`src/rtl/lnr_pkg.sv`:
```
package lnr_pkg;

  // Which path feeds the registered output on a given sample.
  typedef enum logic [0:0] {
    PATH_FILTER = 1'b0,
    PATH_BYPASS = 1'b1
  } lnr_path_e;

endpackage

```
`src/rtl/lnr_hist_bank.sv`:
```
// One quadrant's slots for all channels: single write port, asynchronous
// read, no reset so it maps onto distributed RAM.
module lnr_hist_bank #(
  parameter int DW  = 24,
  parameter int NCH = 8,
  localparam int CHW = (NCH > 1) ? $clog2(NCH) : 1
) (
  input  logic           clk,
  input  logic           we,
  input  logic [CHW-1:0] waddr,
  input  logic [DW-1:0]  wdata,
  input  logic [CHW-1:0] raddr,
  output logic [DW-1:0]  rdata
);

  logic [DW-1:0] mem [NCH];

  always_ff @(posedge clk) begin
    if (we) begin
      mem[waddr] <= wdata;
    end
  end

  assign rdata = mem[raddr];

endmodule

```
`src/rtl/lnr_fill_track.sv`:
```
// Per-channel record of which quadrants hold post-reset filtered data.
module lnr_fill_track #(
  parameter int NCH = 8,
  parameter int NQ  = 4,
  localparam int CHW = (NCH > 1) ? $clog2(NCH) : 1,
  localparam int QW  = (NQ > 1) ? $clog2(NQ) : 1
) (
  input  logic           clk,
  input  logic           rst,
  input  logic           upd,
  input  logic [CHW-1:0] chan,
  input  logic [QW-1:0]  quad,
  output logic           full_after
);

  logic [NQ-1:0] seen [NCH];
  logic [NQ-1:0] quad_bit;

  always_comb begin
    quad_bit = '0;
    quad_bit[quad] = 1'b1;
  end

  assign full_after = &(seen[chan] | quad_bit);

  always_ff @(posedge clk) begin
    if (rst) begin
      for (int i = 0; i < NCH; i++) begin
        seen[i] <= '0;
      end
    end else if (upd) begin
      seen[chan] <= seen[chan] | quad_bit;
    end
  end

  // an update leaves its quadrant marked as seen
  p_mark_set_r5: assert property (@(posedge clk) disable iff (rst)
    $past(upd) |-> seen[$past(chan)][$past(quad)]);

  // fill state is empty on the first cycle after reset
  p_clear_after_reset_r8: assert property (@(posedge clk)
    $past(rst) |-> (seen[0] == '0));

endmodule

```
`src/rtl/lnr_sum_stage.sv`:
```
// Forms the four-slot sum (new word substituted for its own slot) or the
// bypass word, and registers the result.
module lnr_sum_stage
  import lnr_pkg::*;
#(
  parameter int DW  = 24,
  parameter int NCH = 8,
  parameter int NQ  = 4,
  localparam int CHW = (NCH > 1) ? $clog2(NCH) : 1,
  localparam int QW  = (NQ > 1) ? $clog2(NQ) : 1,
  localparam int OW  = DW + QW
) (
  input  logic           clk,
  input  logic           rst,
  input  logic           in_valid,
  input  logic           in_bypass,
  input  logic [CHW-1:0] in_chan,
  input  logic [QW-1:0]  in_quad,
  input  logic [DW-1:0]  in_data,
  input  logic [NQ*DW-1:0] slots,
  input  logic           full_after,
  output logic           out_valid,
  output logic [CHW-1:0] out_chan,
  output logic [OW-1:0]  out_data
);

  lnr_path_e     path;
  logic [OW-1:0] sum_c;
  logic [OW-1:0] pass_c;
  logic          emit_c;

  assign path = in_bypass ? PATH_BYPASS : PATH_FILTER;

  always_comb begin
    logic [DW-1:0] term;
    sum_c = '0;
    for (int k = 0; k < NQ; k++) begin
      term = (in_quad == QW'(k)) ? in_data : slots[k*DW +: DW];
      sum_c = sum_c + {{QW{term[DW-1]}}, term};
    end
  end

  assign pass_c = {{QW{in_data[DW-1]}}, in_data};
  assign emit_c = in_valid && ((path == PATH_BYPASS) || full_after);

  always_ff @(posedge clk) begin
    if (rst) begin
      out_valid <= 1'b0;
      out_chan  <= '0;
      out_data  <= '0;
    end else begin
      out_valid <= emit_c;
      if (emit_c) begin
        out_chan <= in_chan;
        out_data <= (path == PATH_BYPASS) ? pass_c : sum_c;
      end
    end
  end

  // bypass word leaves one cycle later, sign-extended
  p_bypass_pass_r6: assert property (@(posedge clk) disable iff (rst)
    $past(in_valid && in_bypass) |->
      (out_valid && $signed(out_data) == $signed($past(in_data))));

  // a filtered sample on a partly filled channel emits nothing
  p_gate_unfilled_r5: assert property (@(posedge clk) disable iff (rst)
    $past(in_valid && !in_bypass && !full_after) |-> !out_valid);

  // no strobe means no pulse and a held word
  p_idle_hold_r10: assert property (@(posedge clk) disable iff (rst)
    $past(!in_valid) |-> (!out_valid && $stable(out_data) && $stable(out_chan)));

endmodule

```
`src/rtl/lnr_quad_avg.sv`:
```
module lnr_quad_avg #(
  parameter int DW  = 24,
  parameter int NCH = 8,
  parameter int NQ  = 4,
  localparam int CHW = (NCH > 1) ? $clog2(NCH) : 1,
  localparam int QW  = (NQ > 1) ? $clog2(NQ) : 1,
  localparam int OW  = DW + QW
) (
  input  logic           clk,
  input  logic           rst,
  input  logic           in_valid,
  input  logic [CHW-1:0] in_chan,
  input  logic [QW-1:0]  in_quad,
  input  logic [DW-1:0]  in_data,
  input  logic           in_bypass,
  output logic           out_valid,
  output logic [CHW-1:0] out_chan,
  output logic [OW-1:0]  out_data
);

  logic              store;
  logic [NQ*DW-1:0]  slots;
  logic              full_after;

  assign store = in_valid && !in_bypass;

  for (genvar q = 0; q < NQ; q++) begin : g_bank
    lnr_hist_bank #(.DW(DW), .NCH(NCH)) u_bank (
      .clk   (clk),
      .we    (store && (in_quad == QW'(q))),
      .waddr (in_chan),
      .wdata (in_data),
      .raddr (in_chan),
      .rdata (slots[q*DW +: DW])
    );
  end

  lnr_fill_track #(.NCH(NCH), .NQ(NQ)) u_fill (
    .clk        (clk),
    .rst        (rst),
    .upd        (store),
    .chan       (in_chan),
    .quad       (in_quad),
    .full_after (full_after)
  );

  lnr_sum_stage #(.DW(DW), .NCH(NCH), .NQ(NQ)) u_sum (
    .clk        (clk),
    .rst        (rst),
    .in_valid   (in_valid),
    .in_bypass  (in_bypass),
    .in_chan    (in_chan),
    .in_quad    (in_quad),
    .in_data    (in_data),
    .slots      (slots),
    .full_after (full_after),
    .out_valid  (out_valid),
    .out_chan   (out_chan),
    .out_data   (out_data)
  );

  // every output pulse follows an input strobe by one cycle
  p_latency_r4: assert property (@(posedge clk) disable iff (rst)
    out_valid |-> $past(in_valid));

  // the output carries the channel of the causing input
  p_chan_echo_r4: assert property (@(posedge clk) disable iff (rst)
    out_valid |-> (out_chan == $past(in_chan)));

  // output idle right after reset
  p_reset_idle_r8: assert property (@(posedge clk)
    $past(rst) |-> !out_valid);

endmodule

```
`config.mk`:
```
export PLATFORM = sky130hd
export DESIGN_NAME = lnr_quad_avg
export DESIGN_NICKNAME = d
export VERILOG_FILES = /design/src/rtl/lnr_pkg.sv /design/src/rtl/lnr_hist_bank.sv /design/src/rtl/lnr_fill_track.sv /design/src/rtl/lnr_sum_stage.sv /design/src/rtl/lnr_quad_avg.sv
export SDC_FILE = /design/constraint.sdc
export NUM_CORES = 1
export LEC_CHECK = 0
export BUFFER_PORTS_ARGS = -buffer_cell sky130_fd_sc_hd__buf_4
export CAP_MARGIN = 40
export CORE_ASPECT_RATIO = 1.4
export CORE_MARGIN = 1.5
export CORE_UTILIZATION = 35
export CTS_BUF_LIST = sky130_fd_sc_hd__clkbuf_4
export DETAILED_ROUTE_END_ITERATION = 6
export HOLD_SLACK_MARGIN = 0.02
export PLACE_DENSITY_LB_ADDON = 0.12
export SYNTH_ARGS = -nofsm -noshare
export SYNTH_HDL_FRONTEND = slang
export SYNTH_SLANG_ARGS = --single-unit
```
`constraint.sdc`:
```
create_clock -name clk -period 6 [get_ports clk]
set_input_delay 0 -clock clk [delete_from_list [all_inputs] [get_ports clk]]
set_output_delay 0 -clock clk [all_outputs]
set_load 0.005 [all_outputs]
```
==> insert_results.sql, run 1 <==
INSERT INTO impl_metrics (metric_group, metric, value, unit) VALUES
('status', 'status', 'complete, no violations', ''),
('global_routing', 'number_of_antenna_violations_at_the_first_check_in_global_routing', '6', ''),
('yosys', 'fraction_of_the_yosys_area_taken_by_sequential_cells', '68.7', '%'),
('hold_path', 'timing.hold.worst.start', 'in_chan[2]', ''),
('setup_path', 'timing_worst_setup_path_type', 'reg -> reg', ''),
('place', 'place_hpwl', '83.3', 'mm'),
('cells_and_area', 'final_core_util', '42.9', '%'),
('routing', 'total_routed_wirelength', '132', 'mm'),
('global_routing', 'grt_max_degree', '69', ''),
('setup_path', 'worstPathMaxFanout', '4', ''),
('run', 'max_cap_viol_count', '0', ''),
('sta', 'fin_worst_skew', '0.0501', 'ns'),
('yosys', 'synthArstFlopShare', '0', '%'),
('yosys', 'synthDominantAreaCellType', 'edfxtp_1', ''),
('yosys', 'synth-edff-count', '800', ''),
('floorplan', 'num_rows', '138', ''),
('yosys', 'syn_area_per_cell', '14.5', 'um^2'),
('setup_path', 'setup.worst_path.end_class', 'flip-flop', ''),
('clock_tree', 'cts_max_path_buffers', '3', ''),
('sta', 'worst_pin_slew', '1.00', 'ns'),
('sta', 'final.period_utilization', '96.5', '%'),
('setup_path', 'critPathRequiredTime', '7.06', 'ns'),
('yosys', 'post_synth_num_cell_types', '76', ''),
('global_routing', 'grt_remaining_overflow', '0', ''),
('yosys', 'post_synth_top_flop', 'edfxtp_1', ''),
('global_routing', 'track_usage', '25.4', '%'),
('floorplan', 'die_w', '274', 'um'),
('yosys', 'ys_ff_latch', '830', ''),
('power', 'static-leakage-power', '15.2', 'nW'),
('sta', 'max-slew-margin-rel', '32.9', '%'),
('place', 'port_buffers', '62', ''),
('cells_and_area', 'final-instance-count-excl-fill', '4423', ''),
('floorplan', 'core', '0.101', 'mm^2'),
('yosys', 'netlist_instances', '2465', ''),
('setup_path', 'rr_endpoint', 'u_sum.out_data[25]', ''),
('routing', 'dr.first_iter.drc_count', '2034', ''),
('routing', 'ant_nets', '0', ''),
('clock_tree', 'cts_root_buffer', 'clkbuf_4', ''),
('power', 'p_per_area', '340', 'mW/mm^2'),
('clock_tree', 'clkLatencyLatePin', '1.14', 'ns'),
('clock_tree', 'cts_buffers', '197', ''),
('place', 'numPlacedInstances', '3991', ''),
('yosys', 'synth.net_count', '2573', ''),
('clock_tree', 'tritoncts', 'built', ''),
('sta', 'finalMaxSlewViolations', '0', ''),
('global_routing', 'grt_pass1_vias', '24679', ''),
('hold_path', 'min_delay_worst_endpoint', 'g_bank[3].u_bank.mem[7][19]', ''),
('setup_path', 'ff2ff_setup_slack', '0.21', 'ns'),
('yosys', 'synth.top_cells.by_area', 'edfxtp_1 (67%), mux2_2 (3.3%), a21oi_1 (3.0%), nor2_1 (3.0%), mux2i_1 (2.3%)', ''),
('cells_and_area', 'areaGrowthSynthToFinish', '21.2', '%'),
('setup_path', 'worstPathArrival', '6.85', 'ns'),
('setup_path', 'crit-reg2reg-launch', 'g_bank[1].u_bank.mem[5][4]', ''),
('floorplan', 'io_pins', '63', ''),
('yosys', 'synth_commonest_cells', 'edfxtp_1 (800), nor2_1 (284), a21oi_1 (216)', ''),
('yosys', 'synth_top_area_share', '67.0', '%'),
('clock_tree', 'clkSlewWorstSetupHoldPaths', '0.08', 'ns'),
('yosys', 'syn-cell-area', '0.0359', 'mm^2'),
('global_routing', 'grt_pass1_wl', '185', 'mm'),
('yosys', 'synth.most_common_cell', 'edfxtp_1', ''),
('clock_tree', 'clock-sinks', '830', ''),
('sta', 'finalCriticalPeriod', '5.79', 'ns'),
('routing', 'detail_route.first_pass.iterations', '6', ''),
('yosys', 'yosysWarnings', '0', ''),
('clock_tree', 'h_tree_depth_reported_by_cts', '4', ''),
('cells_and_area', 'drive_above_1_share', '28.6', '%'),
('hold_path', 'whs_path_depth', '4', ''),
('routing', 'route.vias.total', '24445', ''),
('place', 'pre_cts_slack', '-0.361', 'ns'),
('routing', 'remaining_drcs', '0', ''),
('sta', 'setup_viol', '0', ''),
('power', 'vdd_drop_max', '0.195', 'mV'),
('cells_and_area', 'net_count_of_the_finished_layout', '3049', ''),
('floorplan', 'chip_height', '382', 'um'),
('floorplan', 'area_of_the_die', '0.104', 'mm^2'),
('sta', 'hold_violations', '0', ''),
('floorplan', 'start_util', '35.4', '%'),
('hold_path', 'worstHoldPathType', 'in -> reg', ''),
('sta', 'timing.final.ws_setup', '0.212', 'ns'),
('routing', 'post_drt_wl_per_cell', '29.8', 'um'),
('setup_path', 'reg2regPathDepth', '23', ''),
('place', 'place_congestion', '0.908', ''),
('sta', 'max_freq', '173', 'MHz'),
('setup_path', 'cp-start-kind', 'flip-flop', ''),
('routing', 'via_per_inst', '5.53', '');
layout make-up:
| type | count | area [um^2] |
|---|---|---|
| Fill cell | 9261 | 57900 |
| Sequential cell | 830 | 24600 |
| Multi-Input combinational cell | 1447 | 10800 |
| Timing Repair Buffer | 433 | 3840 |
| Clock buffer | 278 | 2090 |
| Tap cell | 1330 | 1660 |
| Clock inverter | 64 | 265 |
| Inverter | 32 | 120 |
| Antenna cell | 9 | 22.5 |
metal layers:
| layer | up-vias | wire, um | global-route usage (%) |
|---|---|---|---|
| met1 | 12558 | 53700 | 31.6 |
| li1 | 10748 | - | - |
| met4 | 0 | 7210 | 12.4 |
| met3 | 273 | 6830 | 4.62 |
| met2 | 866 | 64200 | 42.2 |
| met5 | - | 0 | 0 |
critical path: stages (launching register included):
cell      delay [ns]
edfxtp_1        0.37
mux2_2          0.29
a221oi_1        0.24
a21oi_1         0.10
a221oi_2        0.21
a21oi_1         0.10
buf_4           0.16
ha_1            0.22
buf_4           0.15
or4_1           0.40
o221a_2         0.29
o211ai_1        0.19
buf_4           0.16
o21bai_2        0.09
and3_1          0.20
a311o_1         0.41
fa_1            0.61
ha_4            0.23
or2_2           0.29
a21oi_1         0.19
a211oi_1        0.08
o31a_1          0.25
or4_1           0.39
o22ai_1         0.11
registers in the layout, summed over array words and instances, names as in the netlist:
| signal | count |
|---|---|
| u_sum.out_valid | 1 |
| g_bank.u_bank.mem | 768 |
| u_fill.seen | 32 |
| u_sum.out_chan | 3 |
| u_sum.out_data | 26 |
kinds of logic after synthesis:
group           after synthesis  share of synthesized area [%]
compound gates              627                           11.9
xor+xnor                     35                          0.855
fa+ha+maj                    75                           3.18
buf+inv                     188                           2.17
flops                       830                           68.7
mux                         217                           7.37
simple gates                493                           5.86
timing repair:
item                                    in CTS  in global routing
endpoints found under the setup margin       7                 14
pin swaps                                    0                 13
setup buffers                                0                  4
endpoints found under the hold margin     1443                  0
gates resized for setup                      6                 40
hold buffers                                75                  0
how the worst max path moves through the flow:
stage / start / end / cells after the start
floorplan: in_chan[0] / u_sum.out_data[22] / 30
global placement: in_chan[1] / u_sum.out_data[24] / 28
detailed placement: in_chan[0] / u_sum.out_data[24] / 27
CTS: g_bank[1].u_bank.mem[1][2] / u_sum.out_data[24] / 26
global route: g_bank[1].u_bank.mem[0][9] / u_sum.out_data[19] / 25
finish: g_bank[1].u_bank.mem[5][4] / u_sum.out_data[25] / 23
placed cells by master (no fill, tap or decap), drive strengths merged, types with 7 or more instances in the layout:
cell,synthesis,final
dfxtp,30,30
clkbuf,100,279
nor2b,16,16
dlygate4sd3,0,71
a41oi,7,7
mux2i,84,84
xnor2,23,23
o22ai,7,7
a21o,28,28
nand4,7,7
diode,0,9
nand2b,12,12
a211oi,47,47
and2,8,8
a22oi,70,70
inv,31,34
nand2,100,100
nor3,28,28
a31oi,16,16
mux4,27,27
buf,56,361
ha,48,48
a221oi,95,95
clkinv,1,61
nand3,14,14
mux2,106,106
o21a,9,9
fa,27,27
a22o,25,25
edfxtp,800,800
xor2,12,12
a21oi,216,216
nor2,285,285
o211ai,9,9
o21ai,59,59
power by group:
part	switching [mW]	internal, mW	total, mW
Clock	2.29	2.13	4.41
Combinational	2.16	1.77	3.93
Sequential	0.0254	6.42	6.44
Total	4.47	10.3	14.8
through the flow:
step	hold WS, ns	TNS (ns)	total power, mW	cell area, um^2
final	0.253	0	14.8	43500
after global routing	0.172	-0.176	15.5	43500
after CTS	0.150	0	14.8	43200
after detailed placement	0.307	-1.78	10.2	40000
after global placement	0.308	-2.92	10.2	39800
after floorplan	0.0989	-0.0241	8.57	35900
(Power assumes the default switching activity.)
==> run 2, diff against run 1 <==
--- a/config.mk
+++ b/config.mk
@@ -7,7 +7,7 @@
 export LEC_CHECK = 0
 export BUFFER_PORTS_ARGS = -buffer_cell sky130_fd_sc_hd__buf_4
 export CAP_MARGIN = 40
-export CORE_ASPECT_RATIO = 1.4
+export CORE_ASPECT_RATIO = 0.9
 export CORE_MARGIN = 1.5
 export CORE_UTILIZATION = 35
 export CTS_BUF_LIST = sky130_fd_sc_hd__clkbuf_4
==> insert_results.sql, run 2 (same netlist as run 1, synthesis figures left out) <==
INSERT INTO impl_metrics (metric_group, metric, value, unit) VALUES
('global_routing', 'track_usage', '24.4', '%'),
('sta', 'worst_pin_slew', '0.969', 'ns'),
('run', 'max_cap_viol_count', '0', ''),
('setup_path', 'slowest_delay', '0.51', 'ns'),
('setup_path', 'worstPathMaxFanout', '3', ''),
('sta', 'setup_viol', '0', ''),
('global_routing', 'grt_pass1_vias', '24457', ''),
('setup_path', 'timing_worst_setup_path_type', 'reg -> reg', ''),
('routing', 'detail_route.first_pass.iterations', '7', ''),
('routing', 'remaining_drcs', '0', ''),
('floorplan', 'core', '0.102', 'mm^2'),
('cells_and_area', 'final_common_cell', 'edfxtp_1', ''),
('clock_tree', 'cts_buffers', '212', ''),
('sta', 'timing.final.ws_setup', '0.277', 'ns'),
('cells_and_area', 'design_area', '0.0440', 'mm^2'),
('setup_path', 'setup.worst_path.end_class', 'flip-flop', ''),
('cells_and_area', 'final-instance-count-excl-fill', '4487', ''),
('place', 'numPlacedInstances', '4028', ''),
('power', 'p_per_area', '347', 'mW/mm^2'),
('global_routing', 'grt_pass1_wl', '180', 'mm'),
('sta', 'hold_violations', '0', ''),
('floorplan', 'chip_height', '307', 'um'),
('status', 'status', 'complete, no violations', ''),
('routing', 'ant_nets', '0', ''),
('clock_tree', 'cts_max_path_buffers', '3', ''),
('place', 'pre_cts_slack', '-0.200', 'ns'),
('floorplan', 'start_util', '35.3', '%'),
('place', 'place_hpwl', '79.7', 'mm'),
('global_routing', 'grt_remaining_overflow', '0', ''),
('sta', 'final.period_utilization', '95.4', '%'),
('clock_tree', 'tritoncts', 'built', ''),
('routing', 'post_drt_wl_per_cell', '28.4', 'um'),
('routing', 'route.vias.total', '24472', ''),
('cells_and_area', 'largest_reg_flops', '768', ''),
('power', 'power', '15.2', 'mW'),
('power', 'vdd_drop_max', '0.213', 'mV'),
('floorplan', 'area_of_the_die', '0.104', 'mm^2'),
('power', 'static-leakage-power', '15.5', 'nW'),
('clock_tree', 'clkSlewWorstSetupHoldPaths', '0.08', 'ns'),
('sta', 'finalMaxSlewViolations', '0', ''),
('clock_tree', 'h_tree_depth_reported_by_cts', '4', ''),
('floorplan', 'die_w', '340', 'um'),
('setup_path', 'cell_breakdown_of_the_critical_path', 'mux4_2 -> a221oi_1 -> a21oi_1 -> ha_1 -> buf_4 -> or4_1 -> o221a_2 -> o211ai_1 -> buf_4 -> o21bai_1 -> and3_1 -> a311o_1 -> fa_1 -> ha_1 -> or2_2 -> a21oi_1 -> a211oi_1 -> o31a_1 -> or4_1 -> o22ai_1', ''),
('cells_and_area', 'layout_top_registers', 'g_bank.u_bank.mem x768, u_fill.seen x32, u_sum.out_data x26', ''),
('place', 'place_area', '0.0401', 'mm^2'),
('place', 'port_buffers', '62', ''),
('cells_and_area', 'most-common-layout-cells', 'edfxtp_1 (800), buf_4 (343), clkbuf_4 (318)', ''),
('routing', 'via_per_inst', '5.45', ''),
('setup_path', 'critPathRequiredTime', '7.04', 'ns'),
('cells_and_area', 'regMostFlops', 'g_bank.u_bank.mem', ''),
('routing', 'dr.first_iter.drc_count', '2427', ''),
('sta', 'max-slew-margin-rel', '35.2', '%'),
('global_routing', 'number_of_antenna_violations_at_the_first_check_in_global_routing', '8', ''),
('clock_tree', 'clkLatencyLatePin', '1.11', 'ns'),
('global_routing', 'grt_max_degree', '45', ''),
('setup_path', 'worstPathArrival', '6.77', 'ns'),
('clock_tree', 'clock-sinks', '830', ''),
('cells_and_area', 'fill_cells', '9392', ''),
('routing', 'total_routed_wirelength', '127', 'mm'),
('cells_and_area', 'drive_above_1_share', '30.0', '%'),
('cells_and_area', 'areaGrowthSynthToFinish', '22.6', '%'),
('sta', 'fin_worst_skew', '0.0665', 'ns'),
('floorplan', 'io_pins', '63', ''),
('sta', 'finalCriticalPeriod', '5.72', 'ns'),
('clock_tree', 'cts_root_buffer', 'clkbuf_4', ''),
('hold_path', 'worstHoldPathType', 'in -> reg', ''),
('cells_and_area', 'net_count_of_the_finished_layout', '3083', ''),
('setup_path', 'cp-start-kind', 'flip-flop', ''),
('sta', 'max_freq', '175', 'MHz'),
('setup_path', 'slowest_stage', 'or4_1', ''),
('floorplan', 'num_rows', '111', ''),
('sta', 'grt_setup_unrepaired', 'yes', ''),
('place', 'place_congestion', '0.895', '');
[run 2: cell type report]
| type | instances | area, um^2 | share of cell area (%) |
|---|---|---|---|
| clock buffers | 318 | 2390 | 5.43 |
| clock inverters | 45 | 274 | 0.623 |
| flip-flops and latches | 830 | 24600 | 56.0 |
| well taps | 1356 | 1700 | 3.86 |
| diodes | 7 | 17.5 | 0.0398 |
| multi-input cells | 1447 | 10900 | 24.8 |
| inverters | 32 | 120 | 0.273 |
| repair buffers | 452 | 3980 | 9.04 |
[run 2: per-stage QoR]
stage                     hold slack (ns)  setup TNS, ns  utilization [%]
after CTS                          0.0200              0             43.0
after global placement              0.266         -0.695             39.2
after floorplan                    0.0989        -0.0241                -
after global routing               0.0391        -0.0836             43.3
after detailed placement            0.274         -0.999             39.5
final                              0.0866              0             43.3
[run 2: where the power goes]
group	total (mW)	internal (mW)	switching [mW]
Sequential	6.44	6.42	0.0252
Clock	4.83	2.52	2.30
Combinational	3.97	1.78	2.19
Total	15.2	10.7	4.52
[run 2: critical path: cells and delay by family (launching register included)]
kind	cells	cell delay (ns)
AOI/OAI and AO/OA	10	2.03
adders and majority gates	3	1.09
buffers and inverters	2	0.33
DFF	1	0.36
muxes	1	0.46
and+or+nand+nor	4	1.41
[run 2: worst paths after layout]
kind	startpoint	end	slack [ns]	cells past startpoint
worst max-delay path	g_bank[1].u_bank.mem[4][6]	u_sum.out_data[25]	0.28	20
worst max register to register	g_bank[1].u_bank.mem[4][6]	u_sum.out_data[25]	0.28	20
worst min register to register	u_sum.out_chan[0]	u_sum.out_chan[0]	0.46	2
worst min-delay path	in_data[8]	u_sum.out_data[8]	0.09	4
[run 2: routing by layer]
metal | share of wire [%] | GRT usage [%] | wire length [um] | vias to the layer above
li1 | - | - | - | 10835
met1 | 44 | 33.7 | 55600 | 12437
met5 | 0.13 | 1.06 | 169 | -
met4 | 2.5 | 7.87 | 3250 | 4
met2 | 46 | 38.1 | 58800 | 994
met3 | 7.6 | 5.51 | 9700 | 202
[run 2: repair_timing]
| item | in CTS | in global routing |
|---|---|---|
| setup endpoints to repair | 8 | 12 |
| resized for setup | 4 | 48 |
| pin swaps | 0 | 14 |
| buffers inserted | 0 | 4 |
| hold buffers | 83 | 0 |
| endpoints found under the hold margin | 1089 | 0 |
